`config.mk`:
```
export PLATFORM = sky130hd
export DESIGN_NAME = sysctl_regbank
export DESIGN_NICKNAME = d
export VERILOG_FILES = /design/src/rtl/sysctl_pkg.sv /design/src/rtl/sysctl_decode.sv /design/src/rtl/sysctl_lock.sv /design/src/rtl/sysctl_regfile.sv /design/src/rtl/sysctl_regbank.sv
export SDC_FILE = /design/constraint.sdc
export NUM_CORES = 1
export LEC_CHECK = 0
export ABC_AREA = 0
export ABC_CLOCK_PERIOD_IN_PS = 2400
export BUFFER_PORTS_ARGS = -buffer_cell sky130_fd_sc_hd__buf_2
export CORE_AREA = 2 2 201 203
export CTS_BUF_LIST = sky130_fd_sc_hd__clkbuf_8
export CTS_CLUSTER_SIZE = 8
export DETAILED_ROUTE_END_ITERATION = 10
export DIE_AREA = 0 0 203 205
export PLACE_DENSITY = 0.67
export SYNTH_ARGS = -nofsm -noshare
export SYNTH_HDL_FRONTEND = slang
export SYNTH_SLANG_ARGS = --single-unit
```
`constraint.sdc`:
```
create_clock -name clk_i -period 2.4 [get_ports clk_i]
set_input_delay 0.72 -clock clk_i [delete_from_list [all_inputs] [get_ports clk_i]]
set_output_delay 0.72 -clock clk_i [all_outputs]
set_load 0.02 [all_outputs]
```
`src/rtl/sysctl_pkg.sv`:
```
package sysctl_pkg;
  localparam int DATA_W = 32;
  localparam int WORD_W = 10;
  localparam int KEY_W  = 16;
  localparam int BOOT_W = 4;

  typedef logic [WORD_W-1:0] word_t;

  localparam word_t W_SCRATCH = 10'h000;
  localparam word_t W_LOCK    = 10'h001;
  localparam word_t W_UNLOCK  = 10'h002;
  localparam word_t W_LSTAT   = 10'h003;
  localparam word_t W_PLL     = 10'h040;
  localparam word_t W_PSTAT   = 10'h043;
  localparam word_t W_CTRL    = 10'h048;
  localparam word_t W_RSTCTL  = 10'h080;
  localparam word_t W_BOOT    = 10'h097;

  localparam logic [KEY_W-1:0]  LOCK_KEY     = 16'h767B;
  localparam logic [KEY_W-1:0]  UNLOCK_KEY   = 16'hDF0D;
  localparam logic [DATA_W-1:0] PLL_RST_VAL  = 32'h0001_A008;
  localparam logic [DATA_W-1:0] PSTAT_VAL    = 32'h0000_003F;

  typedef enum logic [1:0] {ACC_NONE, ACC_RW, ACC_RO, ACC_WO} acc_e;

  typedef enum logic [3:0] {
    SEL_NONE, SEL_SCRATCH, SEL_LOCK, SEL_UNLOCK, SEL_LSTAT,
    SEL_PLL, SEL_PSTAT, SEL_CTRL, SEL_RSTCTL, SEL_BOOT
  } sel_e;
endpackage

```
`src/rtl/sysctl_decode.sv`:
```
module sysctl_decode
  import sysctl_pkg::*;
#(
  parameter int NUM_PLL  = 3,
  parameter int NUM_CTRL = 8,
  parameter int IDX_W    = 3
) (
  input  word_t            word_i,
  output sel_e             sel_o,
  output acc_e             acc_o,
  output logic [IDX_W-1:0] idx_o
);
  localparam word_t PLL_END  = W_PLL + WORD_W'(NUM_PLL);
  localparam word_t CTRL_END = W_CTRL + WORD_W'(NUM_CTRL);

  always_comb begin
    sel_o = SEL_NONE;
    acc_o = ACC_NONE;
    idx_o = '0;
    if (word_i == W_SCRATCH) begin
      sel_o = SEL_SCRATCH; acc_o = ACC_RW;
    end else if (word_i == W_LOCK) begin
      sel_o = SEL_LOCK;    acc_o = ACC_WO;
    end else if (word_i == W_UNLOCK) begin
      sel_o = SEL_UNLOCK;  acc_o = ACC_WO;
    end else if (word_i == W_LSTAT) begin
      sel_o = SEL_LSTAT;   acc_o = ACC_RO;
    end else if (word_i == W_PSTAT) begin
      sel_o = SEL_PSTAT;   acc_o = ACC_RO;
    end else if (word_i == W_RSTCTL) begin
      sel_o = SEL_RSTCTL;  acc_o = ACC_RW;
    end else if (word_i == W_BOOT) begin
      sel_o = SEL_BOOT;    acc_o = ACC_RO;
    end else if (word_i >= W_PLL && word_i < PLL_END) begin
      sel_o = SEL_PLL;     acc_o = ACC_RW;
      idx_o = IDX_W'(word_i - W_PLL);
    end else if (word_i >= W_CTRL && word_i < CTRL_END) begin
      sel_o = SEL_CTRL;    acc_o = ACC_RW;
      idx_o = IDX_W'(word_i - W_CTRL);
    end
  end
endmodule

```
`src/rtl/sysctl_lock.sv`:
```
module sysctl_lock
  import sysctl_pkg::*;
(
  input  logic             clk_i,
  input  logic             rst_ni,
  input  logic             lock_wr_i,
  input  logic             unlock_wr_i,
  input  logic [KEY_W-1:0] key_i,
  output logic             locked_o
);
  logic locked_q;

  always_ff @(posedge clk_i or negedge rst_ni) begin
    if (!rst_ni)                                 locked_q <= 1'b1;
    else if (lock_wr_i && key_i == LOCK_KEY)     locked_q <= 1'b1;
    else if (unlock_wr_i && key_i == UNLOCK_KEY) locked_q <= 1'b0;
  end

  assign locked_o = locked_q;
endmodule

```
`src/rtl/sysctl_regfile.sv`:
```
module sysctl_regfile
  import sysctl_pkg::*;
#(
  parameter int NUM_PLL  = 3,
  parameter int NUM_CTRL = 8,
  parameter int IDX_W    = 3
) (
  input  logic              clk_i,
  input  logic              rst_ni,
  input  logic              store_we_i,
  input  logic              scratch_we_i,
  input  sel_e              sel_i,
  input  logic [IDX_W-1:0]  idx_i,
  input  logic [DATA_W-1:0] wdata_i,
  input  logic              locked_i,
  input  logic [BOOT_W-1:0] boot_strap_i,
  output logic [DATA_W-1:0] rdata_o
);
  logic [DATA_W-1:0] pll_q  [NUM_PLL];
  logic [DATA_W-1:0] ctrl_q [NUM_CTRL];
  logic [DATA_W-1:0] rstctl_q;
  logic              scratch_q;
  logic [BOOT_W-1:0] boot_q;
  logic              cap_q;

  for (genvar g = 0; g < NUM_PLL; g++) begin : g_pll
    always_ff @(posedge clk_i or negedge rst_ni) begin
      if (!rst_ni) pll_q[g] <= PLL_RST_VAL;
      else if (store_we_i && sel_i == SEL_PLL && idx_i == IDX_W'(g)) pll_q[g] <= wdata_i;
    end
  end

  for (genvar g = 0; g < NUM_CTRL; g++) begin : g_ctrl
    always_ff @(posedge clk_i or negedge rst_ni) begin
      if (!rst_ni) ctrl_q[g] <= '0;
      else if (store_we_i && sel_i == SEL_CTRL && idx_i == IDX_W'(g)) ctrl_q[g] <= wdata_i;
    end
  end

  always_ff @(posedge clk_i or negedge rst_ni) begin
    if (!rst_ni) begin
      rstctl_q  <= '0;
      scratch_q <= 1'b0;
    end else begin
      if (store_we_i && sel_i == SEL_RSTCTL) rstctl_q <= wdata_i;
      if (scratch_we_i) scratch_q <= wdata_i[0];
    end
  end

  // strap taken on the first edge after reset release
  always_ff @(posedge clk_i or negedge rst_ni) begin
    if (!rst_ni) begin
      cap_q  <= 1'b1;
      boot_q <= '0;
    end else if (cap_q) begin
      cap_q  <= 1'b0;
      boot_q <= boot_strap_i;
    end
  end

  always_comb begin
    rdata_o = '0;
    unique case (sel_i)
      SEL_SCRATCH: rdata_o = {{(DATA_W-1){1'b0}}, scratch_q};
      SEL_LSTAT:   rdata_o = {{(DATA_W-1){1'b0}}, locked_i};
      SEL_PSTAT:   rdata_o = PSTAT_VAL;
      SEL_RSTCTL:  rdata_o = rstctl_q;
      SEL_BOOT:    rdata_o = {{(DATA_W-BOOT_W){1'b0}}, boot_q};
      SEL_PLL: begin
        for (int i = 0; i < NUM_PLL; i++)
          if (idx_i == IDX_W'(i)) rdata_o = pll_q[i];
      end
      SEL_CTRL: begin
        for (int i = 0; i < NUM_CTRL; i++)
          if (idx_i == IDX_W'(i)) rdata_o = ctrl_q[i];
      end
      default: rdata_o = '0;
    endcase
  end
endmodule

```
`src/rtl/sysctl_regbank.sv`:
```
module sysctl_regbank
  import sysctl_pkg::*;
#(
  parameter int NUM_PLL  = 3,
  parameter int NUM_CTRL = 8
) (
  input  logic              clk_i,
  input  logic              rst_ni,
  input  logic              req_valid_i,
  input  logic              req_write_i,
  input  logic [WORD_W-1:0] req_word_i,
  input  logic [DATA_W-1:0] req_wdata_i,
  input  logic [BOOT_W-1:0] boot_strap_i,
  output logic              rsp_valid_o,
  output logic [DATA_W-1:0] rsp_rdata_o,
  output logic              rsp_err_o,
  output logic              soft_rst_req_o
);
  localparam int MAX_N = (NUM_PLL > NUM_CTRL) ? NUM_PLL : NUM_CTRL;
  localparam int IDX_W = (MAX_N > 1) ? $clog2(MAX_N) : 1;

  sel_e              sel;
  acc_e              acc;
  logic [IDX_W-1:0]  idx;
  logic              locked;
  logic [DATA_W-1:0] rf_rdata;

  logic wr, rd, wr_ok, rd_ok, store_we, scratch_we, srst_d;

  sysctl_decode #(.NUM_PLL(NUM_PLL), .NUM_CTRL(NUM_CTRL), .IDX_W(IDX_W)) u_decode (
    .word_i (req_word_i),
    .sel_o  (sel),
    .acc_o  (acc),
    .idx_o  (idx)
  );

  assign wr    = req_valid_i && req_write_i;
  assign rd    = req_valid_i && !req_write_i;
  assign wr_ok = (acc == ACC_RW) || (acc == ACC_WO);
  assign rd_ok = (acc == ACC_RW) || (acc == ACC_RO);

  assign scratch_we = wr && sel == SEL_SCRATCH;
  assign store_we   = wr && acc == ACC_RW && sel != SEL_SCRATCH && !locked;
  assign srst_d     = store_we && sel == SEL_RSTCTL && req_wdata_i[0];

  sysctl_lock u_lock (
    .clk_i       (clk_i),
    .rst_ni      (rst_ni),
    .lock_wr_i   (wr && sel == SEL_LOCK),
    .unlock_wr_i (wr && sel == SEL_UNLOCK),
    .key_i       (req_wdata_i[KEY_W-1:0]),
    .locked_o    (locked)
  );

  sysctl_regfile #(.NUM_PLL(NUM_PLL), .NUM_CTRL(NUM_CTRL), .IDX_W(IDX_W)) u_regfile (
    .clk_i        (clk_i),
    .rst_ni       (rst_ni),
    .store_we_i   (store_we),
    .scratch_we_i (scratch_we),
    .sel_i        (sel),
    .idx_i        (idx),
    .wdata_i      (req_wdata_i),
    .locked_i     (locked),
    .boot_strap_i (boot_strap_i),
    .rdata_o      (rf_rdata)
  );

  always_ff @(posedge clk_i or negedge rst_ni) begin
    if (!rst_ni) begin
      rsp_valid_o    <= 1'b0;
      rsp_rdata_o    <= '0;
      rsp_err_o      <= 1'b0;
      soft_rst_req_o <= 1'b0;
    end else begin
      rsp_valid_o    <= req_valid_i;
      rsp_rdata_o    <= (rd && rd_ok) ? rf_rdata : '0;
      rsp_err_o      <= (wr && !wr_ok) || (rd && !rd_ok);
      soft_rst_req_o <= srst_d;
    end
  end
endmodule

```
==> flow_summary.json, run 1 <==
{
  "start_util_pct": 49.7,
  "h_tree_depth": 3,
  "ys_seq_elements": 426,
  "mappedNetlistArea_um2": 19600,
  "critical-path-max-stage-delay_ns": 0.55,
  "dominantRegCellSynth": "sky130_fd_sc_hd__dfrtp_1",
  "worst-slew-pin-transition_ns": 0.538,
  "remaining_routing_drc_violations": 0,
  "critical_path.startpoint_type": "primary input",
  "grt_setup_unrepaired": "true",
  "synthDominantCellAreaShare_pct": 52.7,
  "router_iterations_before_antenna_repair": 8,
  "slew_headroom_pct": 63.7,
  "critical_path_peak_fanout": 17,
  "fin_ws_ns": -0.228,
  "die-width_um": 203,
  "worst_setup_path_end_kind": "flop",
  "worst_setup_hold_path_clk_slew_ns": 0.06,
  "maxSlewViolCount": 0,
  "top_achievable_clock_speed_mhz": 380,
  "timing.hold.ws_ns": 0.313,
  "worst_skew_ns": 0.0127,
  "drt_wl_total_mm": 66.5,
  "timing.rr.start": "u_lock.locked_o",
  "synth_fp_nets": 1580,
  "synth_edf_count": 0,
  "path_cells": "buf_8, or4_4, nor2_4, a21oi_4, inv_2, ha_4, buf_4, and4_2, and3_2, buf_12, mux2_2",
  "finalSetupViolCount": 395,
  "antenna_violations_before_repair": 3,
  "rows": 73,
  "min_from": "boot_strap_i[1]",
  "synth_seq_area_share_pct": 54.6,
  "cts_buffers": 71,
  "synth_top_area_cell": "sky130_fd_sc_hd__dfrtp_1",
  "final_area_um2": 24900,
  "grt.total_usage_pct": 31.7,
  "globalplace.congestion": 0.922,
  "synth-warning-count": 0,
  "drive_above_1_share_pct": 49.9,
  "clk_root_buffer_cell": "sky130_fd_sc_hd__clkbuf_8",
  "clock_path_buffers": 3,
  "count_of_filler_cells_inserted_in_the_layout": 2983,
  "outcome": "complete, but fails checks",
  "synth_async_sr_flop_share_pct": 100,
  "critical_path.slowest_cell": "sky130_fd_sc_hd__or4_4",
  "yosys.cell_types.count": 73,
  "syn_area_per_cell_um2": 12.8,
  "routed-via-count": 15100,
  "clkSinkCount": 426,
  "clock_latency_ns": 0.64,
  "io_pins": 85,
  "synth_most_common_cell": "sky130_fd_sc_hd__dfrtp_1",
  "number_of_standard_cells_after_synthesis": 1529,
  "maximum_ir_drop_on_the_vdd_rail_mv": 0.409,
  "die-area_um2": 41600,
  "first_global_vias": 15600,
  "port_buffers": 84,
  "totalNegativeSetupSlack_ns": -53.40,
  "wire_length_of_the_first_global_routing_pass_mm": 97.8,
  "period_utilisation_layout_pct": 110,
  "worst_ep_arrival_time_ns": 3.15,
  "dp.cells": 2214,
  "violations": "negative setup slack",
  "power_density_nw_per_um2": 564,
  "drt-vias-per-instance": 6.34,
  "pre_cts_ws_ns": -0.913,
  "postRouteAntennaNets": 0,
  "crit_path_start": "req_word_i[4]",
  "netlist_top_cells_count": "sky130_fd_sc_hd__dfrtp_1, sky130_fd_sc_hd__mux2_2, sky130_fd_sc_hd__clkbuf_1, sky130_fd_sc_hd__o21ai_0, sky130_fd_sc_hd__a21oi_1",
  "hold_violations": 0,
  "fin_nets": 1862,
  "grt_ovf": 0,
  "cts_tree": "done",
  "area_growth_syn_to_layout_pct": 27.4,
  "core_um2": 39400,
  "grt_start_max_net_pins": 90,
  "detailed_place_hpwl_mm": 42.7,
  "power.static_leakage_nw": 12.3,
  "post_layout_nonfiller_instances": 2379,
  "hp-class": "in -> reg",
  "maxCapViolations": 0,
  "yosys-top-cells-area": "sky130_fd_sc_hd__dfrtp_1, sky130_fd_sc_hd__mux2_2, sky130_fd_sc_hd__a222oi_1",
  "routed_wire_length_per_instance_um": 28.0,
  "crit_type": "in -> reg",
  "period_minus_slack_ns": 2.63,
  "place_area_um2": 22400,
  "critical_path_required_ns": 2.92,
  "drt_first_iter_violations": 1538,
  "die_h_um": 205
}
layer usage:
metal | wire [um] | share of wire [%] | GRT usage (%) | vias to the layer above
met5 | 0 | 0 | 0 | -
li1 | - | - | - | 6328
met3 | 5310 | 8.0 | 6.11 | 178
met4 | 2770 | 4.2 | 15.5 | 0
met2 | 31000 | 47 | 49.9 | 755
met1 | 27400 | 41 | 42.4 | 7829
cells in the final DEF (no fill, tap or decap), drive strengths merged, types with 18 or more instances in the layout:
cell type,instances
a22o,28
clkbuf,84
a222oi,37
o22ai,46
a21oi,51
dfrtp,412
inv,41
nand2,37
nor2,44
buf,344
mux2,407
nand3,18
o21ai,72
where the power goes:
group	internal, mW	switching, mW	leakage [nW]
registers	7.20	0.00663	5.89
logic	0.258	0.564	5.64
clock network	3.07	2.95	0.743
critical path, delay by kind of cell:
| kind | cells | cell delay, ns |
|---|---|---|
| AND/OR/NAND/NOR | 4 | 1.32 |
| multiplexers | 1 | 0.36 |
| adder cells (fa/ha/maj) | 1 | 0.14 |
| AO/OA/AOI/OAI | 1 | 0.08 |
| buffers and inverters | 4 | 0.48 |
timing repair:
| item | 4_1_cts | 5_1_grt |
|---|---|---|
| cloned | 7 | 7 |
| setup endpoints to repair | 338 | 372 |
| hold buffers | 1 | 0 |
| setup buffers | 21 | 17 |
| gates resized for setup | 59 | 75 |
| pin swaps | 4 | 16 |
| hold endpoints to repair | 23 | 0 |
logic make-up (layout without fill, tap and decap cells):
logic type / Yosys count / in the layout / share of synthesized area (%)
AO/OA/AOI/OAI: 349 / 349 / 12.6
XOR/XNOR: 1 / 1 / 0.0448
adder cells (fa/ha/maj): 1 / 1 / 0.0640
buffers and inverters: 155 / 477 / 3.56
flip-flops: 426 / 426 / 54.6
multiplexers: 414 / 414 / 23.8
other: 1 / 4 / 0.0192
AND/OR/NAND/NOR: 182 / 182 / 5.27
state kept, by name (all words and copies together), names as in the netlist:
signal               count
u_lock.locked_o          1
rsp_valid_o              1
rsp_rdata_o             32
u_regfile.boot_q         4
u_regfile.cap_q          1
u_regfile.pll_q         96
u_regfile.scratch_q      1
soft_rst_req_o           1
rsp_err_o                1
u_regfile.ctrl_q       256
u_regfile.rstctl_q      32
final timing paths:
path / to / slack [ns] / cells past startpoint
max: u_regfile.pll_q[29] / -0.23 / 11
min: u_regfile.boot_q[1] / 0.31 / 2
max reg2reg: u_regfile.ctrl_q[200] / 0.49 / 7
min reg2reg: u_regfile.pll_q[68] / 0.50 / 1
max in group asynchronous: u_lock.locked_o / 1.01 / 4
min in group asynchronous: u_regfile.rstctl_q[8] / 0.55 / 2
cell type report:
class	count	area, um2	area share (%)
antenna	3	7.51	0.0301
clock buffer	77	1060	4.25
clock inverter	36	215	0.864
inverter	11	41.3	0.166
multi-input combinational	948	8770	35.2
sequential	426	10700	42.9
tap	525	657	2.64
timing repair buffer	353	3490	14.0
stage by stage:
stage,total power [mW],utilization (%)
after detailed placement,8.12,56.9
after global routing,14.5,63.3
after floorplan,7.58,-
after CTS,14.1,61.8
final,14.0,63.3
after global placement,8.11,56.9
(Power assumes the default switching activity.)
==> run 2, diff against run 1 <==
--- a/config.mk
+++ b/config.mk
@@ -6,14 +6,14 @@
 export NUM_CORES = 1
 export LEC_CHECK = 0
 export ABC_AREA = 0
-export ABC_CLOCK_PERIOD_IN_PS = 2400
+export ABC_CLOCK_PERIOD_IN_PS = 2700
 export BUFFER_PORTS_ARGS = -buffer_cell sky130_fd_sc_hd__buf_2
-export CORE_AREA = 2 2 201 203
+export CORE_AREA = 2 2 205 207
 export CTS_BUF_LIST = sky130_fd_sc_hd__clkbuf_8
 export CTS_CLUSTER_SIZE = 8
 export DETAILED_ROUTE_END_ITERATION = 10
-export DIE_AREA = 0 0 203 205
-export PLACE_DENSITY = 0.67
+export DIE_AREA = 0 0 207 209
+export PLACE_DENSITY = 0.65
 export SYNTH_ARGS = -nofsm -noshare
 export SYNTH_HDL_FRONTEND = slang
 export SYNTH_SLANG_ARGS = --single-unit
==> constraint.sdc (replaced) <==
create_clock -name clk_i -period 2.7 [get_ports clk_i]
set_input_delay 0.81 -clock clk_i [delete_from_list [all_inputs] [get_ports clk_i]]
set_output_delay 0.81 -clock clk_i [all_outputs]
set_load 0.02 [all_outputs]
==> run 2 against run 1 <==
Compared with the run above: the flow still finishes with violations (negative setup slack); register-to-register slack better by 0.32 ns; combinational power shrank 17%; clock power fell by 6.5%; die area is 4.0% higher; largest cell class unchanged; critical path depth rose by 1; global-route usage is 2.9 points lower; non-clock buffer count is 58 lower; count of clock-buffer cells in the layout increased by 7; cell area down 4.7%; via count decreased by 3.9%; flip-flop and latch count stayed put.
==> flow_summary.json, run 2 (synthesis gave the netlist of run 1 again) <==
{
  "top_achievable_clock_speed_mhz": 368,
  "maxCapViolations": 0,
  "clkSinkCount": 426,
  "io_pins": 85,
  "cellInternalPower_mw": 9.55,
  "critical_path_required_ns": 3.19,
  "worst_setup_hold_path_clk_slew_ns": 0.06,
  "clk_root_buffer_cell": "sky130_fd_sc_hd__clkbuf_8",
  "largest_reg_flops": 256,
  "count_of_filler_cells_inserted_in_the_layout": 3413,
  "h_tree_depth": 3,
  "crit_type": "in -> reg",
  "drt_wl_total_mm": 62.5,
  "port_buffers": 84,
  "routed_wire_length_per_instance_um": 26.6,
  "regMostFlops": "u_regfile.ctrl_q",
  "core_um2": 41300,
  "total_power_mw": 12.7,
  "layout_common_cells": "sky130_fd_sc_hd__dfrtp_1, sky130_fd_sc_hd__mux2_2, sky130_fd_sc_hd__buf_4, sky130_fd_sc_hd__clkbuf_8, sky130_fd_sc_hd__buf_2",
  "proportion_of_power_drawn_by_the_clock_network_pct": 44.3,
  "power_density_nw_per_um2": 535,
  "fin_nets": 1805,
  "clock_latency_ns": 0.64,
  "routed-via-count": 14500,
  "groute.layer.met3.usage_pct": 7.29,
  "final_common_cell": "sky130_fd_sc_hd__dfrtp_1",
  "fin_ws_ns": -0.0172,
  "critical_path.startpoint_type": "primary input",
  "wire_length_of_the_first_global_routing_pass_mm": 93.8,
  "drt_first_iter_violations": 1437,
  "power.static_leakage_nw": 11.8,
  "outcome": "complete, but fails checks",
  "die-area_um2": 43300,
  "antenna_violations_before_repair": 4,
  "worst_skew_ns": 0.0298,
  "grt_util_met2_pct": 45.1,
  "worst-slew-pin-transition_ns": 0.518,
  "router_iterations_before_antenna_repair": 6,
  "hold_violations": 0,
  "finalCoreUtilization_pct": 57.5,
  "finalSetupViolCount": 9,
  "violations": "negative setup slack",
  "dp.cells": 2207,
  "period_minus_slack_ns": 2.72,
  "layout_top_registers": "u_regfile.ctrl_q x256, u_regfile.pll_q x96",
  "critical_path_peak_fanout": 13,
  "die-width_um": 207,
  "timing.hold.ws_ns": 0.0954,
  "globalplace.congestion": 0.920,
  "netSwitchingPower_mw": 3.16,
  "grt_ovf": 0,
  "grt.met1_usage_pct": 37.7,
  "hp-class": "in -> async",
  "remaining_routing_drc_violations": 0,
  "period_utilisation_layout_pct": 101,
  "maxSlewViolCount": 0,
  "clock_path_buffers": 3,
  "comb_power_share_pct": 5.3,
  "relative_contribution_of_sequential_cells_to_total_power_pct": 50.4,
  "first_global_vias": 15000,
  "slew_headroom_pct": 65.2,
  "drive_above_1_share_pct": 47.3,
  "post_layout_nonfiller_instances": 2348,
  "start_util_pct": 47.3,
  "area_growth_syn_to_layout_pct": 21.4,
  "worst-r2r-cell-count": 6,
  "grt.busiest_layer": "met2",
  "grt_setup_unrepaired": "true",
  "worst_setup_path_end_kind": "flop",
  "worst_reg_to_reg_setup_slack_ns": 0.81,
  "p_sw_share_pct": 24.9,
  "worst_ep_arrival_time_ns": 3.21,
  "cts_tree": "done",
  "cts_buffers": 72,
  "totalNegativeSetupSlack_ns": -0.0463,
  "grt_start_max_net_pins": 75,
  "rows": 75,
  "detailed_place_hpwl_mm": 41.8,
  "die_h_um": 209,
  "postRouteAntennaNets": 0,
  "grt.total_usage_pct": 28.8,
  "maximum_ir_drop_on_the_vdd_rail_mv": 0.389,
  "drt-vias-per-instance": 6.18
}
-- run 2: path summary, 6_finish.rpt --
check / startpoint / end
min in group clk_i: boot_strap_i[2] / u_regfile.boot_q[2]
worst min register to register: u_regfile.rstctl_q[0] / u_regfile.rstctl_q[0]
worst max-delay path: req_word_i[5] / u_regfile.ctrl_q[126]
worst min-delay path: rst_ni / u_regfile.ctrl_q[38]
max in group asynchronous: rst_ni / u_regfile.pll_q[48]
worst max register to register: u_lock.locked_o / u_regfile.ctrl_q[126]
-- run 2: layer usage --
metal / up-vias / share of wire (%)
li1: 6206 / -
met1: 7446 / 41
met2: 674 / 46
met3: 174 / 8.3
met4: 0 / 4.7
met5: - / 0
-- run 2: power by group through the flow --
stage | Clock [mW] | Combinational (mW) | Sequential [mW]
after detailed placement | 0 | 0.669 | 6.52
after CTS | 5.74 | 0.671 | 6.40
after global placement | 0 | 0.661 | 6.52
after global routing | 6.04 | 0.729 | 6.40
after floorplan | 0 | 0.223 | 6.52
final | 5.63 | 0.679 | 6.40
-- run 2: what timing repair did --
action,4_1_cts,5_1_grt
hold buffers,0,0
cloned,0,1
resized for setup,1,20
setup buffers,3,8
pin swaps,1,6
endpoints found under the setup margin,2,152
-- run 2: layout make-up --
| class | count | area (um2) | area share (%) |
|---|---|---|---|
| diodes | 3 | 7.51 | 0.0316 |
| clock buffers | 84 | 1160 | 4.87 |
| clock inverters | 42 | 240 | 1.01 |
| inverters | 11 | 41.3 | 0.174 |
| multi-input cells | 948 | 8390 | 35.3 |
| flip-flops and latches | 426 | 10700 | 45.0 |
| well taps | 539 | 674 | 2.84 |
| repair buffers | 295 | 2550 | 10.7 |
-- run 2: critical path: stages --
cell,delay [ns]
sky130_fd_sc_hd__buf_2,0.11
sky130_fd_sc_hd__buf_4,0.14
sky130_fd_sc_hd__nor4_1,0.32
sky130_fd_sc_hd__and3_1,0.26
sky130_fd_sc_hd__a21oi_2,0.06
sky130_fd_sc_hd__inv_1,0.07
sky130_fd_sc_hd__ha_2,0.17
sky130_fd_sc_hd__nand4_1,0.16
sky130_fd_sc_hd__nor2_4,0.26
sky130_fd_sc_hd__and3_4,0.33
sky130_fd_sc_hd__buf_12,0.17
sky130_fd_sc_hd__mux2_2,0.33
-- run 2: metrics by stage --
stage                     setup slack, ns  area, um2
after floorplan                    -0.495      19800
final                             -0.0172      23700
after CTS                         0.00937      23600
after global routing              -0.0581      23700
after global placement             -0.797      22100
after detailed placement           -0.784      22100
==> run 3, diff against run 2 <==
--- a/config.mk
+++ b/config.mk
@@ -8,11 +8,11 @@
 export ABC_AREA = 0
 export ABC_CLOCK_PERIOD_IN_PS = 2700
 export BUFFER_PORTS_ARGS = -buffer_cell sky130_fd_sc_hd__buf_2
-export CORE_AREA = 2 2 205 207
-export CTS_BUF_LIST = sky130_fd_sc_hd__clkbuf_8
+export CORE_AREA = 2 2 184 231
+export CTS_BUF_LIST = sky130_fd_sc_hd__clkbuf_4 sky130_fd_sc_hd__clkbuf_8
 export CTS_CLUSTER_SIZE = 8
 export DETAILED_ROUTE_END_ITERATION = 10
-export DIE_AREA = 0 0 207 209
+export DIE_AREA = 0 0 186 233
 export PLACE_DENSITY = 0.65
 export SYNTH_ARGS = -nofsm -noshare
 export SYNTH_HDL_FRONTEND = slang
==> run 3 against run 2 <==
Compared with the run above: the flow now finishes without violations; flip-flop and latch count stayed put; via count rose by 0.46%; clock skew grew 0.0096 ns; non-clock buffer count is 2 higher; global-route usage up 1.4 points; routed wire length is 1.9% higher; first-iteration DRC count down 12%; fmax is 2.0% higher; setup slack improved by 0.054 ns; clock power grew 8.0%; sequential share of layout area is 0.38 points lower; die area increased by 0.17%; largest power group unchanged.
==> flow_summary.json, run 3 (synthesis gave the netlist of run 1 again) <==
{
  "die-area_um2": 43300,
  "drt-vias-per-instance": 6.18,
  "postRouteAntennaNets": 0,
  "globalplace.congestion": 0.903,
  "path_cells": "buf_2, or4_4, nor2_4, a21oi_2, inv_1, ha_1, nand4_1, nor2_4, and3_4, buf_12, mux2_2",
  "first_global_vias": 15200,
  "clk_root_buffer_cell": "sky130_fd_sc_hd__clkbuf_8",
  "pre_cts_ws_ns": -0.642,
  "critical_path_peak_fanout": 13,
  "worst-r2r-cell-count": 6,
  "worst-slew-pin-transition_ns": 0.646,
  "h_tree_depth": 3,
  "router_iterations_before_antenna_repair": 6,
  "worst_ep_arrival_time_ns": 3.17,
  "worst_skew_ns": 0.0394,
  "timing.rr.start": "u_lock.locked_o",
  "rows": 83,
  "power_density_nw_per_um2": 550,
  "critical-path-max-stage-delay_ns": 0.55,
  "finalSetupViolCount": 0,
  "grt_start_max_net_pins": 64,
  "layout_common_cells": "sky130_fd_sc_hd__dfrtp_1, sky130_fd_sc_hd__mux2_2, sky130_fd_sc_hd__buf_4, sky130_fd_sc_hd__clkbuf_8, sky130_fd_sc_hd__buf_2",
  "worst_setup_hold_path_clk_slew_ns": 0.06,
  "clock_path_buffers": 3,
  "crit_type": "in -> reg",
  "power.static_leakage_nw": 11.8,
  "maxCapViolations": 0,
  "worst_setup_path_end_kind": "flop",
  "period_utilisation_layout_pct": 98.6,
  "wire_length_of_the_first_global_routing_pass_mm": 95.7,
  "die_h_um": 233,
  "cts_tree": "done",
  "routed-via-count": 14600,
  "antenna_violations_before_repair": 4,
  "timing.hold.ws_ns": 0.142,
  "grt_setup_unrepaired": "false",
  "largest_reg_flops": 256,
  "top_achievable_clock_speed_mhz": 376,
  "post_layout_nonfiller_instances": 2357,
  "critical_path.startpoint_type": "primary input",
  "area_growth_syn_to_layout_pct": 22.4,
  "detailed_place_hpwl_mm": 43.6,
  "routed_wire_length_per_instance_um": 27.0,
  "regMostFlops": "u_regfile.ctrl_q",
  "layout_top_registers": "u_regfile.ctrl_q x256, u_regfile.pll_q x96",
  "maxSlewViolCount": 0,
  "dp.cells": 2230,
  "maximum_ir_drop_on_the_vdd_rail_mv": 0.518,
  "fin_ws_ns": 0.0373,
  "start_util_pct": 47.7,
  "critical_path.slowest_cell": "sky130_fd_sc_hd__or4_4",
  "hp-class": "in -> async",
  "final_area_um2": 23900,
  "worst_path_most_repeated_cell": "sky130_fd_sc_hd__nor2_4",
  "slew_headroom_pct": 56.9,
  "final_common_cell": "sky130_fd_sc_hd__dfrtp_1",
  "period_minus_slack_ns": 2.66,
  "io_pins": 85,
  "worst_reg_to_reg_setup_slack_ns": 0.79,
  "grt.total_usage_pct": 30.2,
  "drt_wl_total_mm": 63.6,
  "total_power_mw": 13.2,
  "hold_violations": 0,
  "core_um2": 41000,
  "worstReg2RegEnd": "u_regfile.ctrl_q[111]",
  "fin_nets": 1806,
  "die-width_um": 186,
  "worstSetupEndpoint": "u_regfile.ctrl_q[111]",
  "clkSinkCount": 426,
  "crit_path_start": "req_word_i[4]",
  "drt_first_iter_violations": 1259,
  "post_cts_hold_buffer_count": 0,
  "critical_path_required_ns": 3.21,
  "place_area_um2": 22400,
  "grt_ovf": 0,
  "port_buffers": 84,
  "outcome": "finished clean",
  "drive_above_1_share_pct": 48.8,
  "remaining_routing_drc_violations": 0,
  "clock_latency_ns": 0.65,
  "cts_buffers": 71
}
[run 3: what timing repair did]
item,4_1_cts,5_1_grt
buffers inserted,0,4
gates resized for setup,0,2
endpoints found under the setup margin,0,50
[run 3: final cells by class]
class,instances,area [um2]
inverter,11,41.3
tap,552,691
clock inverter,8,91.3
clock buffer,112,1410
antenna,3,7.51
sequential,426,10700
timing repair buffer,297,2690
multi-input combinational,948,8330
fill,3370,17100
[run 3: routing by layer]
layer  up-vias  GRT usage (%)  part of all wire, %  wire (um)
met2       618           48.0                   48      30400
met3       179           6.40                  7.1       4490
li1       6219              -                    -          -
met1      7551           38.5                   40      25500
met5         -              0                    0          0
met4         0           16.6                  5.2       3290
[run 3: through the flow]
stage / util, % / setup TNS, ns
floorplan: - / -163.88
global placement: 54.6 / -197.35
detailed placement: 54.6 / -198.00
CTS: 58.2 / 0
global route: 58.4 / 0
finish: 58.4 / 0
[run 3: critical path: cells and delay by family]
family                     cells  cell delay (ns)
and+or+nand+nor                5             1.43
buffers and inverters          3             0.35
muxes                          1             0.34
adders and majority gates      1             0.15
AOI/OAI and AO/OA              1             0.07
[run 3: power breakdown]
part | internal, mW | switching (mW) | total [mW]
sequential | 6.40 | 0.00787 | 6.41
combinational | 0.198 | 0.479 | 0.677
clock | 3.41 | 2.67 | 6.08
[run 3: worst min-delay path by stage]
stage,startpoint,end,slack (ns)
2_1_floorplan,u_regfile.rstctl_q[0],u_regfile.rstctl_q[0],0.45
3_3_place_gp,u_regfile.pll_q[68],u_regfile.pll_q[68],0.48
3_5_place_dp,u_regfile.ctrl_q[163],u_regfile.ctrl_q[163],0.49
4_1_cts,rst_ni,u_regfile.ctrl_q[70],0.15
5_1_grt,rst_ni,u_regfile.ctrl_q[38],0.16
6_report,rst_ni,u_regfile.ctrl_q[70],0.14
